--- src/rtl/pwm_six_pkg.sv ---
package pwm_six_pkg;
  localparam int CNT_W  = 8;
  localparam int PAIR_W = 2 * CNT_W;

  // Next counter value: wrap to zero once count+1 reaches the period.
  function automatic logic [PAIR_W-1:0] wrap_step(input logic [PAIR_W-1:0] c,
                                                  input logic [PAIR_W-1:0] p);
    logic [PAIR_W:0] s;
    s = {1'b0, c} + {{PAIR_W{1'b0}}, 1'b1};
    return (s >= {1'b0, p}) ? '0 : s[PAIR_W-1:0];
  endfunction

  // Output level: high while the counter is below the duty value.
  function automatic logic duty_hit(input logic [PAIR_W-1:0] c,
                                    input logic [PAIR_W-1:0] d);
    return c < d;
  endfunction
endpackage

--- src/rtl/pwm_prescaler.sv ---
module pwm_prescaler #(
  parameter int DIV = 4,
  localparam int W = (DIV > 1) ? $clog2(DIV) : 1
) (
  input  logic         clk,
  input  logic         rst_n,
  input  logic         run,
  input  logic         restart,
  output logic         tick,
  output logic [W-1:0] count
);
  localparam logic [W-1:0] LAST = W'(DIV - 1);

  always_ff @(posedge clk) begin
    if (!rst_n)       count <= '0;
    else if (restart) count <= '0;
    else if (run)     count <= (count == LAST) ? '0 : count + W'(1);
  end

  assign tick = run & (count == LAST);
endmodule

--- src/rtl/pwm_pair.sv ---
module pwm_pair
  import pwm_six_pkg::*;
(
  input  logic             clk,
  input  logic             rst_n,
  input  logic             tick,
  input  logic             join_en,
  input  logic             en_hi,
  input  logic             en_lo,
  input  logic [CNT_W-1:0] per_hi,
  input  logic [CNT_W-1:0] per_lo,
  input  logic [CNT_W-1:0] duty_hi,
  input  logic [CNT_W-1:0] duty_lo,
  output logic             out_hi,
  output logic             out_lo,
  output logic             act_hi,
  output logic             act_lo
);
  logic              raw_hi, raw_lo;
  logic [CNT_W-1:0]  cnt_hi, cnt_lo, nxt_hi, nxt_lo;
  logic [CNT_W-1:0]  unused_hi, unused_lo;
  logic [PAIR_W-1:0] cnt_j, per_j, duty_j, nxt_j;

  // The even enable is void while joined; the odd one governs the pair.
  assign raw_hi = en_hi & ~join_en;
  assign raw_lo = en_lo;

  assign cnt_j  = {cnt_hi, cnt_lo};
  assign per_j  = {per_hi, per_lo};
  assign duty_j = {duty_hi, duty_lo};
  assign nxt_j  = wrap_step(cnt_j, per_j);
  assign {unused_hi, nxt_hi} = wrap_step(PAIR_W'(cnt_hi), PAIR_W'(per_hi));
  assign {unused_lo, nxt_lo} = wrap_step(PAIR_W'(cnt_lo), PAIR_W'(per_lo));

  always_ff @(posedge clk) begin
    if (!rst_n) begin
      act_hi <= 1'b0;
      act_lo <= 1'b0;
      cnt_hi <= '0;
      cnt_lo <= '0;
    end else begin
      act_hi <= raw_hi & (act_hi | tick);
      act_lo <= raw_lo & (act_lo | tick);
      if (join_en) begin
        if (!act_lo)   {cnt_hi, cnt_lo} <= '0;
        else if (tick) {cnt_hi, cnt_lo} <= nxt_j;
      end else begin
        if (!act_hi)   cnt_hi <= '0;
        else if (tick) cnt_hi <= nxt_hi;
        if (!act_lo)   cnt_lo <= '0;
        else if (tick) cnt_lo <= nxt_lo;
      end
    end
  end

  assign out_hi = act_hi & raw_hi & duty_hit(PAIR_W'(cnt_hi), PAIR_W'(duty_hi));
  assign out_lo = act_lo & raw_lo &
                  (join_en ? duty_hit(cnt_j, duty_j)
                           : duty_hit(PAIR_W'(cnt_lo), PAIR_W'(duty_lo)));
endmodule

--- src/rtl/pwm_six_chan.sv ---
module pwm_six_chan
  import pwm_six_pkg::*;
#(
  parameter int PRESC_DIV = 4,
  parameter int NPAIR     = 3,
  parameter int AW        = 4,
  parameter int DW        = 8
) (
  input  logic                 clk,
  input  logic                 rst_n,
  input  logic                 reg_we,
  input  logic [AW-1:0]        reg_addr,
  input  logic [DW-1:0]        reg_wdata,
  output logic [DW-1:0]        reg_rdata,
  output logic [2*NPAIR-1:0]   pwm_out,
  output logic                 prescale_tick
);
  localparam int NCH      = 2 * NPAIR;
  localparam int PW       = (PRESC_DIV > 1) ? $clog2(PRESC_DIV) : 1;
  localparam int EN_ADDR  = 0;
  localparam int JN_ADDR  = 1;
  localparam int PER_BASE = 2;
  localparam int DUT_BASE = PER_BASE + NCH;

  logic [NCH-1:0]   en_q;
  logic [NPAIR-1:0] join_q;
  logic [CNT_W-1:0] per_q  [NCH];
  logic [CNT_W-1:0] duty_q [NCH];
  logic             any_en, presc_restart;
  logic [PW-1:0]    presc_cnt;
  logic [NCH-1:0]   ch_act;
  logic             unused_wbits;

  assign unused_wbits = ^reg_wdata[DW-1:NCH];

  always_ff @(posedge clk) begin
    if (!rst_n) begin
      en_q   <= '0;
      join_q <= '0;
      for (int i = 0; i < NCH; i++) begin
        per_q[i]  <= '0;
        duty_q[i] <= '0;
      end
    end else if (reg_we) begin
      if (reg_addr == AW'(EN_ADDR)) en_q   <= reg_wdata[NCH-1:0];
      if (reg_addr == AW'(JN_ADDR)) join_q <= reg_wdata[NPAIR-1:0];
      for (int i = 0; i < NCH; i++) begin
        if (reg_addr == AW'(PER_BASE + i)) per_q[i]  <= reg_wdata[CNT_W-1:0];
        if (reg_addr == AW'(DUT_BASE + i)) duty_q[i] <= reg_wdata[CNT_W-1:0];
      end
    end
  end

  always_comb begin
    reg_rdata = '0;
    if (reg_addr == AW'(EN_ADDR)) reg_rdata = DW'(en_q);
    if (reg_addr == AW'(JN_ADDR)) reg_rdata = DW'(join_q);
    for (int i = 0; i < NCH; i++) begin
      if (reg_addr == AW'(PER_BASE + i)) reg_rdata = DW'(per_q[i]);
      if (reg_addr == AW'(DUT_BASE + i)) reg_rdata = DW'(duty_q[i]);
    end
  end

  assign any_en        = |en_q;
  assign presc_restart = reg_we && (reg_addr == AW'(EN_ADDR)) &&
                         (|reg_wdata[NCH-1:0]) && !any_en;

  pwm_prescaler #(.DIV(PRESC_DIV)) u_presc (
    .clk     (clk),
    .rst_n   (rst_n),
    .run     (any_en),
    .restart (presc_restart),
    .tick    (prescale_tick),
    .count   (presc_cnt)
  );

  for (genvar p = 0; p < NPAIR; p++) begin : g_pair
    pwm_pair u_pair (
      .clk     (clk),
      .rst_n   (rst_n),
      .tick    (prescale_tick),
      .join_en (join_q[p]),
      .en_hi   (en_q[2*p]),
      .en_lo   (en_q[2*p+1]),
      .per_hi  (per_q[2*p]),
      .per_lo  (per_q[2*p+1]),
      .duty_hi (duty_q[2*p]),
      .duty_lo (duty_q[2*p+1]),
      .out_hi  (pwm_out[2*p]),
      .out_lo  (pwm_out[2*p+1]),
      .act_hi  (ch_act[2*p]),
      .act_lo  (ch_act[2*p+1])
    );
  end
endmodule

--- config.mk ---
export PLATFORM = sky130hd
export DESIGN_NAME = pwm_six_chan
export DESIGN_NICKNAME = d
export VERILOG_FILES = /design/src/rtl/pwm_six_pkg.sv /design/src/rtl/pwm_prescaler.sv /design/src/rtl/pwm_pair.sv /design/src/rtl/pwm_six_chan.sv
export SDC_FILE = /design/constraint.sdc
export NUM_CORES = 1
export LEC_CHECK = 0
export BUFFER_PORTS_ARGS = -buffer_cell sky130_fd_sc_hd__buf_2
export CAP_MARGIN = 15
export CORE_ASPECT_RATIO = 1.25
export CORE_MARGIN = 1.5
export CORE_UTILIZATION = 65
export DETAILED_ROUTE_END_ITERATION = 8
export GPL_TIMING_DRIVEN = 0
export PLACE_DENSITY = 0.86
export SLEW_MARGIN = 20
export SYNTH_ARGS = -nofsm -noshare
export SYNTH_HDL_FRONTEND = slang
export SYNTH_HIERARCHICAL = 1
export SYNTH_SLANG_ARGS = --single-unit
export TNS_END_PERCENT = 5
--- constraint.sdc ---
create_clock -name clk -period 7.6 [get_ports clk]
set_input_delay 1.9 -clock clk [delete_from_list [all_inputs] [get_ports clk]]
set_output_delay 1.9 -clock clk [all_outputs]
set_load 0.01 [all_outputs]
==> results of run 1 <==
-- flip-flops by register name (all words and copies together), names as in the netlist --
name	cells
g_pair.u_pair/cnt_hi	24
g_pair.u_pair/act_hi	3
g_pair.u_pair/act_lo	3
g_pair.u_pair/cnt_lo	24
en_q	6
duty_q	48
per_q	48
u_presc/count	2
join_q	3
-- power by group through the flow --
stage               registers, mW  clock network (mW)  logic (mW)
CTS                         0.989               0.817       0.217
global route                0.991               0.848       0.242
floorplan                   0.989                   0       0.143
detailed placement           1.01                   0       0.215
global placement             1.01                   0       0.209
finish                      0.990               0.812       0.224
-- cell usage in the layout (no fill, tap or decap), types with 6 or more instances in the layout --
cell type / synthesis / layout
o211ai_1: 10 / 10
a31oi_1: 13 / 13
and2_1: 109 / 109
nor2_2: 6 / 6
nand3_1: 64 / 64
inv_1: 120 / 120
buf_6: 9 / 9
nand2_1: 118 / 118
clkbuf_16: 0 / 17
mux2i_1: 16 / 16
a31o_2: 7 / 7
o31ai_1: 12 / 11
nor2_1: 64 / 64
nor3_2: 6 / 6
a21oi_1: 70 / 70
a22oi_1: 8 / 8
nor2b_1: 17 / 17
clkbuf_1: 31 / 33
nor3_1: 13 / 13
o21ai_1: 7 / 13
a21o_1: 26 / 26
buf_2: 10 / 38
nand2b_1: 20 / 20
xor2_1: 21 / 21
edfxtp_1: 96 / 96
o211a_1: 11 / 11
ha_1: 127 / 127
nand4_1: 24 / 24
a211oi_1: 19 / 19
xnor2_1: 40 / 40
o311a_1: 8 / 8
and3_1: 9 / 9
a22o_1: 6 / 6
o21ai_0: 62 / 56
o22ai_1: 13 / 13
dfxtp_1: 65 / 65
-- layer usage --
layer / vias up / share of wire
li1: 5178 / -
met1: 5258 / 0.38
met2: 611 / 0.47
met3: 158 / 0.081
met4: 0 / 0.064
met5: - / 0
-- worst paths after layout --
| path | from | endpoint | cells past startpoint |
|---|---|---|---|
| min | u_presc/count[1] | u_presc/count[1] | 2 |
| min reg2reg | u_presc/count[1] | u_presc/count[1] | 2 |
| max reg2reg | g_pair[1].u_pair/cnt_lo[0] | g_pair[1].u_pair/cnt_hi[4] | 12 |
| max | reg_addr[2] | reg_rdata[1] | 8 |
-- cell type report --
| class | instances | area share |
|---|---|---|
| Multi-Input combinational cell | 1055 | 0.561 |
| Sequential cell | 161 | 0.309 |
| Clock buffer | 22 | 0.0350 |
| Inverter | 121 | 0.0336 |
| Buffer | 56 | 0.0240 |
| Tap cell | 232 | 0.0214 |
| Timing Repair Buffer | 28 | 0.0104 |
| Clock inverter | 10 | 0.00564 |
-- logic make-up (layout without fill, tap and decap cells) --
group | Yosys count | in the layout | share of synthesized area
AO/OA/AOI/OAI | 338 | 338 | 0.192
XOR/XNOR | 61 | 61 | 0.0426
adder cells (fa/ha/maj) | 127 | 127 | 0.127
buffers and inverters | 177 | 237 | 0.0621
flip-flops | 161 | 161 | 0.333
multiplexers | 21 | 21 | 0.0173
AND/OR/NAND/NOR | 508 | 508 | 0.225
-- worst reg2reg max path, stage by stage (launching register included) --
cell and delay [ns]:
dfxtp_1 0.43, ha_1 0.28, nand3_2 0.12, nor4_4 0.63, nor2b_1 0.24, xor2_1 0.22
ha_1 0.28, a21o_1 0.18, a211o_1 0.31, a221oi_2 0.46, nand3_1 0.19, nand3_1 0.29
o311a_1 0.22
==> results_dict.tcl, run 1 <==
set metrics [dict create \
    synthMostInstantiatedCell "ha_1" \
    crit_buf_inv 5 \
    synth_top_cell_area_share 0.230 \
    die_w_um 127 \
    hold_viol_final 0 \
    drc 0 \
    p_per_area_mw_per_mm2 150 \
    multiInputGateArea_mm2 0.00759 \
    crit_type "in2out" \
    final_area_mm2 0.0135 \
    grt_start_max_net_pins 19 \
    nFillCells 1385 \
    synth_area_mm2 0.0125 \
    cts.repair.resized 0 \
    synthArstFlopShare 0 \
    drt_pre_antenna_iters 7 \
    hold_buffers 0 \
    core-area_mm2 0.0188 \
    synthDistinctLibCells 88 \
    synth_edf_count 96 \
    fin_skew_ns 0.0152 \
    gr-usage-met2 0.641 \
    tightest_slew_ns 1.14 \
    drive_gt1_frac 0.0970 \
    ios 30 \
    cp.arrival_ns 3.90 \
    clk_pin_slew_ns 0.06 \
    p_sw_mw 0.548 \
    hold_path_class "reg2reg" \
    layout_setup_ws_ns 1.80 \
    met1_usage 0.434 \
    swShare 0.270 \
    num_rows 56 \
    syn_to_final_growth_pct 7.86 \
    setup_viol 0 \
    final_max_slew_viol_count 0 \
    slew_headroom 0.227 \
    crit_required_ns 5.70 \
    synth_ff_type "edfxtp_1" \
    period_share 0.763 \
    min_period_ns 5.80 \
    reg2reg_slack_ns 3.69 \
    max_stage_delay_ns 0.45 \
    synth.avg_cell_area_um2 9.01 \
    synth_area_leader_cell "edfxtp_1" \
    grt.total_usage 0.372 \
    synth_seq_cells 161 \
    gp_congestion 1.07 \
    syn_nets 1535 \
    syn_inst 1393 \
    fin_tns_setup_ns 0 \
    postRouteAntennaNets 0 \
    cts-root-buf "clkbuf_16" \
    cts_buffers 17 \
    p_total_mw 2.03 \
    fin_nets 1582 \
    end_kind "output port" \
    cts.sinks 161 \
    rsz0062_at_grt "false" \
    yosys-top-cells-area "edfxtp_1, ha_1, dfxtp_1" \
    grt_first_pass_wirelength_um 57500 \
    met3_usage 0.0575 \
    status "finished, final reports clean" \
    startpoint_type "primary input" \
    initial_core_util 0.666 \
    slowest_stage "o21ai_0" \
    wire_per_inst_um 21.7 \
    die_h_um 158 \
    globalRouteOverflowTotal 0 \
    postCtsSetupBuffers 0 \
    dp_hpwl_um 28000 \
    tritoncts "yes" \
    clkPwrFrac 0.401 \
    cp_max_fo 10 \
    maxCapViolCount 0 \
    seqPwrFrac 0.489 \
    htreeDepth 4 \
    yosysSeqAreaShare 0.333 \
    place_inst 1653 \
    crit_family "buffers and inverters" \
    holdWs_ns 0.502 \
    pwr-share-comb 0.111 \
    synth_common_cells "ha_1, inv_1, nand2_1" \
    antenna_found_initial 0 \
    stdcell_count 1685 \
    vias 11205 \
    n_antenna_cell 0 \
    die_area_mm2 0.0202 \
    final-seq-area_mm2 0.00418 \
    via_per_inst 6.65 \
    cp_cell_sequence "buf_2 > buf_4 > buf_4 > clkbuf_1 > a21oi_1 > o21ai_0 > o211ai_1 > buf_2" \
    p_int_mw 1.48 \
    grt_pass1_vias 10910 \
    clock_insertion_delay_worst_skew_ns 0.44 \
    wl_um 36600 \
    power.leakage_nw 6.09 \
    place_area_mm2 0.0130 \
    yosysWarnings 6 \
    dp_slack_ns 1.97 \
    peakVddDrop_uv 167 \
    clockBufferDepth 2 \
    grt_most_used_layer "met2" \
    io_buffer_count 28 \
    final_util 0.718 \
    drt_iter0_markers 1207 \
    clock.fmax_mhz 172 \
]
(Power assumes the default switching activity.)
==> run 2, diff against run 1 <==
Settings changed: CORE_UTILIZATION 65 to 64, PLACE_DENSITY 0.86 to 0.85.
Clock period 7.6 ns to 5.5 ns, I/O delays scaled along.
==> results_dict.tcl, run 2 (synthesis gave the netlist of run 1 again) <==
set metrics [dict create \
    wire_per_inst_um 21.3 \
    r2r_start "g_pair[0].u_pair/cnt_lo[0]" \
    cp_cell_sequence "buf_2 > buf_6 > buf_6 > nand2b_1 > nor2_1 > a222oi_1 > o211ai_1 > buf_2" \
    setup_viol 0 \
    die_w_um 128 \
    p_per_area_mw_per_mm2 204 \
    max_stage_delay_ns 0.42 \
    min_from "u_presc/count[0]" \
    clk_pin_slew_ns 0.07 \
    status "finished, final reports clean" \
    crit_family "compound AO/OA/AOI/OAI gates" \
    crit_type "in2out" \
    hold_depth 2 \
    min_period_ns 4.63 \
    hold_buffers 0 \
    cp_max_fo 10 \
    cts.repair.resized 0 \
    crit_buf_inv 4 \
    postCtsSetupBuffers 0 \
    die_h_um 160 \
    globalRouteOverflowTotal 0 \
    startpoint_type "primary input" \
    die_area_mm2 0.0205 \
    hold_viol_final 0 \
    holdWs_ns 0.515 \
    power.leakage_nw 6.08 \
    cp.arrival_ns 3.25 \
    grt.total_usage 0.365 \
    clockBufferDepth 2 \
    r2r-end "g_pair[0].u_pair/cnt_lo[0]" \
    wl_um 36600 \
    slew_headroom 0.206 \
    layout_common_cells "ha_1, inv_1, nand2_1, and2_1, edfxtp_1" \
    io_buffer_count 28 \
    hold_path_class "reg2reg" \
    reg2reg_slack_ns 1.61 \
    initial_core_util 0.649 \
    antenna_found_initial 0 \
    period_share 0.842 \
    num_rows 57 \
    dp_hpwl_um 28100 \
    ios 30 \
    cts_buffers 17 \
    tritoncts "yes" \
    cts-root-buf "clkbuf_16" \
    clock.fmax_mhz 216 \
    grt_start_max_net_pins 19 \
    gp_congestion 1.02 \
    layout_commonest_cell "ha_1" \
    syn_to_final_growth_pct 8.08 \
    maxCapViolCount 0 \
    fin_skew_ns 0.0150 \
    crit_required_ns 4.12 \
    clock_insertion_delay_worst_skew_ns 0.44 \
    drive_gt1_frac 0.0977 \
    final_max_slew_viol_count 0 \
    rsz0062_at_grt "false" \
    grt_pass1_vias 10800 \
    peakVddDrop_uv 229 \
    grt_first_pass_wirelength_um 57400 \
    cts.sinks 161 \
    hold_end "u_presc/count[0]" \
    end_kind "output port" \
    worst_r2r_path_depth 12 \
    fin_nets 1582 \
    drt_iter0_markers 1026 \
    drt_pre_antenna_iters 8 \
    drc 0 \
    core-area_mm2 0.0193 \
    largestRegisters "duty_q x48, per_q x48" \
    postRouteAntennaNets 0 \
    tightest_slew_ns 1.18 \
    fin_tns_setup_ns 0 \
    via_per_inst 6.46 \
    slowest_stage "a222oi_1" \
    htreeDepth 4 \
    vias 11099 \
]
run 2: changes by cell type in the layout (fill, tap and decap cells not counted), sizes merged:
| cell | delta |
|---|---|
| clkbuf | -5 |
| clkinvlp | +3 |
| clkinv | +1 |
| diode | +1 |
| inv | +1 |
run 2: stage by stage:
step                total power, mW  cells  area (um^2)  setup slack [ns]   util
global placement               1.68   1686        13000             0.994  0.674
global route                   2.84   1718        13600             0.870  0.701
detailed placement             1.69   1686        13000             0.994  0.674
finish                         2.77   1719        13600             0.872  0.702
CTS                            2.76   1718        13600             0.985  0.701
floorplan                      1.56   1393        12500              1.63      -
run 2: power breakdown:
| group | switching, mW | internal [mW] |
|---|---|---|
| Sequential | 0.0464 | 1.32 |
| Clock | 0.516 | 0.578 |
| Combinational | 0.205 | 0.102 |
run 2: area by class of cell:
| class | count | area (um^2) |
|---|---|---|
| Antenna cell | 1 | 2.50 |
| Tap cell | 265 | 332 |
| Inverter | 121 | 454 |
| Multi-Input combinational cell | 1055 | 7590 |
| Timing Repair Buffer | 28 | 140 |
| Clock inverter | 15 | 109 |
| Fill cell | 1512 | 5770 |
| Buffer | 56 | 325 |
| Sequential cell | 161 | 4180 |
| Clock buffer | 17 | 425 |
run 2: worst max-delay path by stage:
stage	depth (start not counted)	start	slack [ns]	endpoint
2_1_floorplan	7	reg_addr[0]	1.63	reg_rdata[4]
3_3_place_gp	8	reg_addr[2]	0.99	reg_rdata[1]
3_5_place_dp	8	reg_addr[2]	0.99	reg_rdata[1]
4_1_cts	8	reg_addr[2]	0.99	reg_rdata[1]
5_1_grt	8	reg_addr[2]	0.87	reg_rdata[1]
6_report	8	reg_addr[1]	0.87	reg_rdata[1]
run 2: worst register-to-register path, stage by stage, from the launching register on:
cell and delay [ns]:
dfxtp_1 0.48, ha_1 0.29, nand3_2 0.13, nor4_4 0.58, nor2b_1 0.29, xor2_1 0.19, ha_1 0.27, a21o_1 0.19
a211o_1 0.33, a221oi_2 0.39, a22oi_4 0.19, nor3_1 0.30, a31o_2 0.20
run 2: metal layers:
metal / GRT usage / wire (um) / up-vias
met1: 0.437 / 14200 / 5220
met2: 0.614 / 17700 / 539
li1: - / - / 5180
met5: 0 / 0 / -
met4: 0.221 / 2250 / 0
met3: 0.0554 / 2440 / 160
==> run 3, diff against run 2 <==
Settings changed: CORE_UTILIZATION 64 to 58, PLACE_DENSITY 0.85 to 0.82.
Clock period 5.5 ns to 4.13 ns, I/O delays scaled along.
==> results_dict.tcl, run 3 (synthesis gave the netlist of run 1 again) <==
set metrics [dict create \
    status "finished, final reports clean" \
    cts-root-buf "clkbuf_16" \
    crit_type "in2out" \
    clk_pin_slew_ns 0.06 \
    num_rows 60 \
    fin_skew_ns 0.00912 \
    drc 0 \
    htreeDepth 4 \
    antenna_found_initial 0 \
    place_area_mm2 0.0130 \
    drt_pre_antenna_iters 5 \
    die_w_um 135 \
    tightest_slew_ns 1.06 \
    peakVddDrop_uv 311 \
    layout_commonest_cell "ha_1" \
    power.leakage_nw 6.10 \
    grt_pass1_vias 11016 \
    drive_gt1_frac 0.0991 \
    ios 30 \
    die_area_mm2 0.0225 \
    initial_core_util 0.586 \
    reg2reg_slack_ns 0.37 \
    drt_iter0_markers 1013 \
    nFillCells 1800 \
    fin_tns_setup_ns 0 \
    grt.total_usage 0.335 \
    syn_to_final_growth_pct 8.45 \
    layout_common_cells "ha_1, inv_1, nand2_1, and2_1, edfxtp_1" \
    grt_first_pass_wirelength_um 58400 \
    wire_per_inst_um 21.4 \
    clock.fmax_mhz 251 \
    period_share 0.966 \
    setup_viol 0 \
    startpoint_type "primary input" \
    cts.sinks 161 \
    final_area_mm2 0.0136 \
    final_util 0.636 \
    maxCapViolCount 0 \
    p_per_area_mw_per_mm2 276 \
    cp.arrival_ns 2.96 \
    n_antenna_cell 0 \
    end_kind "output port" \
    die_h_um 167 \
    final_max_slew_viol_count 0 \
    globalRouteOverflowTotal 0 \
    tritoncts "yes" \
    dp_hpwl_um 28500 \
    cts_buffers 17 \
    clockBufferDepth 2 \
    hold_path_class "reg2reg" \
    wl_um 37100 \
    io_buffer_count 28 \
    grt_start_max_net_pins 19 \
    vias 11094 \
    slew_headroom 0.284 \
    fin_nets 1582 \
    min_period_ns 3.99 \
    cp_max_fo 10 \
    via_per_inst 6.41 \
    clock_insertion_delay_worst_skew_ns 0.43 \
    rsz0062_at_grt "false" \
    core-area_mm2 0.0214 \
    postRouteAntennaNets 0 \
    hold_viol_final 0 \
    largestRegisters "duty_q x48, per_q x48" \
    crit_required_ns 3.10 \
    gp_congestion 0.996 \
]
==> run 3: cell types whose count changed in the layout (fill, tap and decap cells not counted) <==
cell        before  now
inv_6            4    3
bufinv_16        0    1
clkinv_2         1    2
a211oi_1        19   18
clkinv_1         2    1
a211oi_2         0    1
inv_8            0    1
o21ai_0         57   55
diode_2          1    0
clkinvlp_4       4    3
o21ai_1         12   14
==> run 3: per-stage QoR <==
| step | total power, mW | instances | hold WS, ns | setup slack (ns) |
|---|---|---|---|---|
| floorplan | 2.08 | 1393 | 0.461 | 0.943 |
| global placement | 2.24 | 1700 | 0.479 | 0.238 |
| detailed placement | 2.25 | 1700 | 0.505 | 0.241 |
| CTS | 3.76 | 1732 | 0.514 | 0.0605 |
| global route | 3.87 | 1732 | 0.549 | 0.0651 |
| finish | 3.76 | 1732 | 0.508 | 0.140 |
==> run 3: final cells by class <==
type	count	area, um^2	share of cell area
plain buffers	56	325	0.0239
flip-flops and latches	161	4180	0.307
clock inverters	15	135	0.00993
multi-input cells	1055	7590	0.558
repair buffers	28	140	0.0103
clock buffers	17	425	0.0313
well taps	279	349	0.0257
inverters	121	454	0.0334
==> run 3: power breakdown <==
| part | total (mW) | switching (mW) | internal, mW |
|---|---|---|---|
| clock | 1.53 | 0.694 | 0.835 |
| combinational | 0.411 | 0.275 | 0.136 |
| sequential | 1.82 | 0.0583 | 1.76 |
==> run 3: worst max-delay path, cell delays in order <==
cell and delay, ns:
buf_2 0.13, buf_4 0.21, buf_4 0.23, clkbuf_1 0.42, a21oi_1 0.12, o21ai_0 0.43, o211ai_1 0.20, buf_2 0.18
==> run 3: worst paths after layout <==
kind                                                 start                         end  cells past startpoint
worst max-delay path                           reg_addr[2]                reg_rdata[0]                      8
worst max register to register  g_pair[1].u_pair/cnt_lo[0]  g_pair[1].u_pair/cnt_hi[7]                     12
worst min register to register            u_presc/count[1]            u_presc/count[1]                      2
worst min-delay path                      u_presc/count[1]            u_presc/count[1]                      2
==> run 3: repair_timing <==
| item | CTS | global route |
|---|---|---|
| buffers inserted | 0 | 0 |
| resized for setup | 0 | 1 |
| setup endpoints to repair | 0 | 1 |
| hold buffers | 0 | 0 |
==> run 3: per-layer routing <==
layer / vias up / global-route usage / routed length (um)
li1: 5159 / - / -
met1: 5301 / 0.396 / 14300
met2: 508 / 0.594 / 18600
met3: 126 / 0.0527 / 2410
met4: 0 / 0.148 / 1670
met5: - / 0 / 0
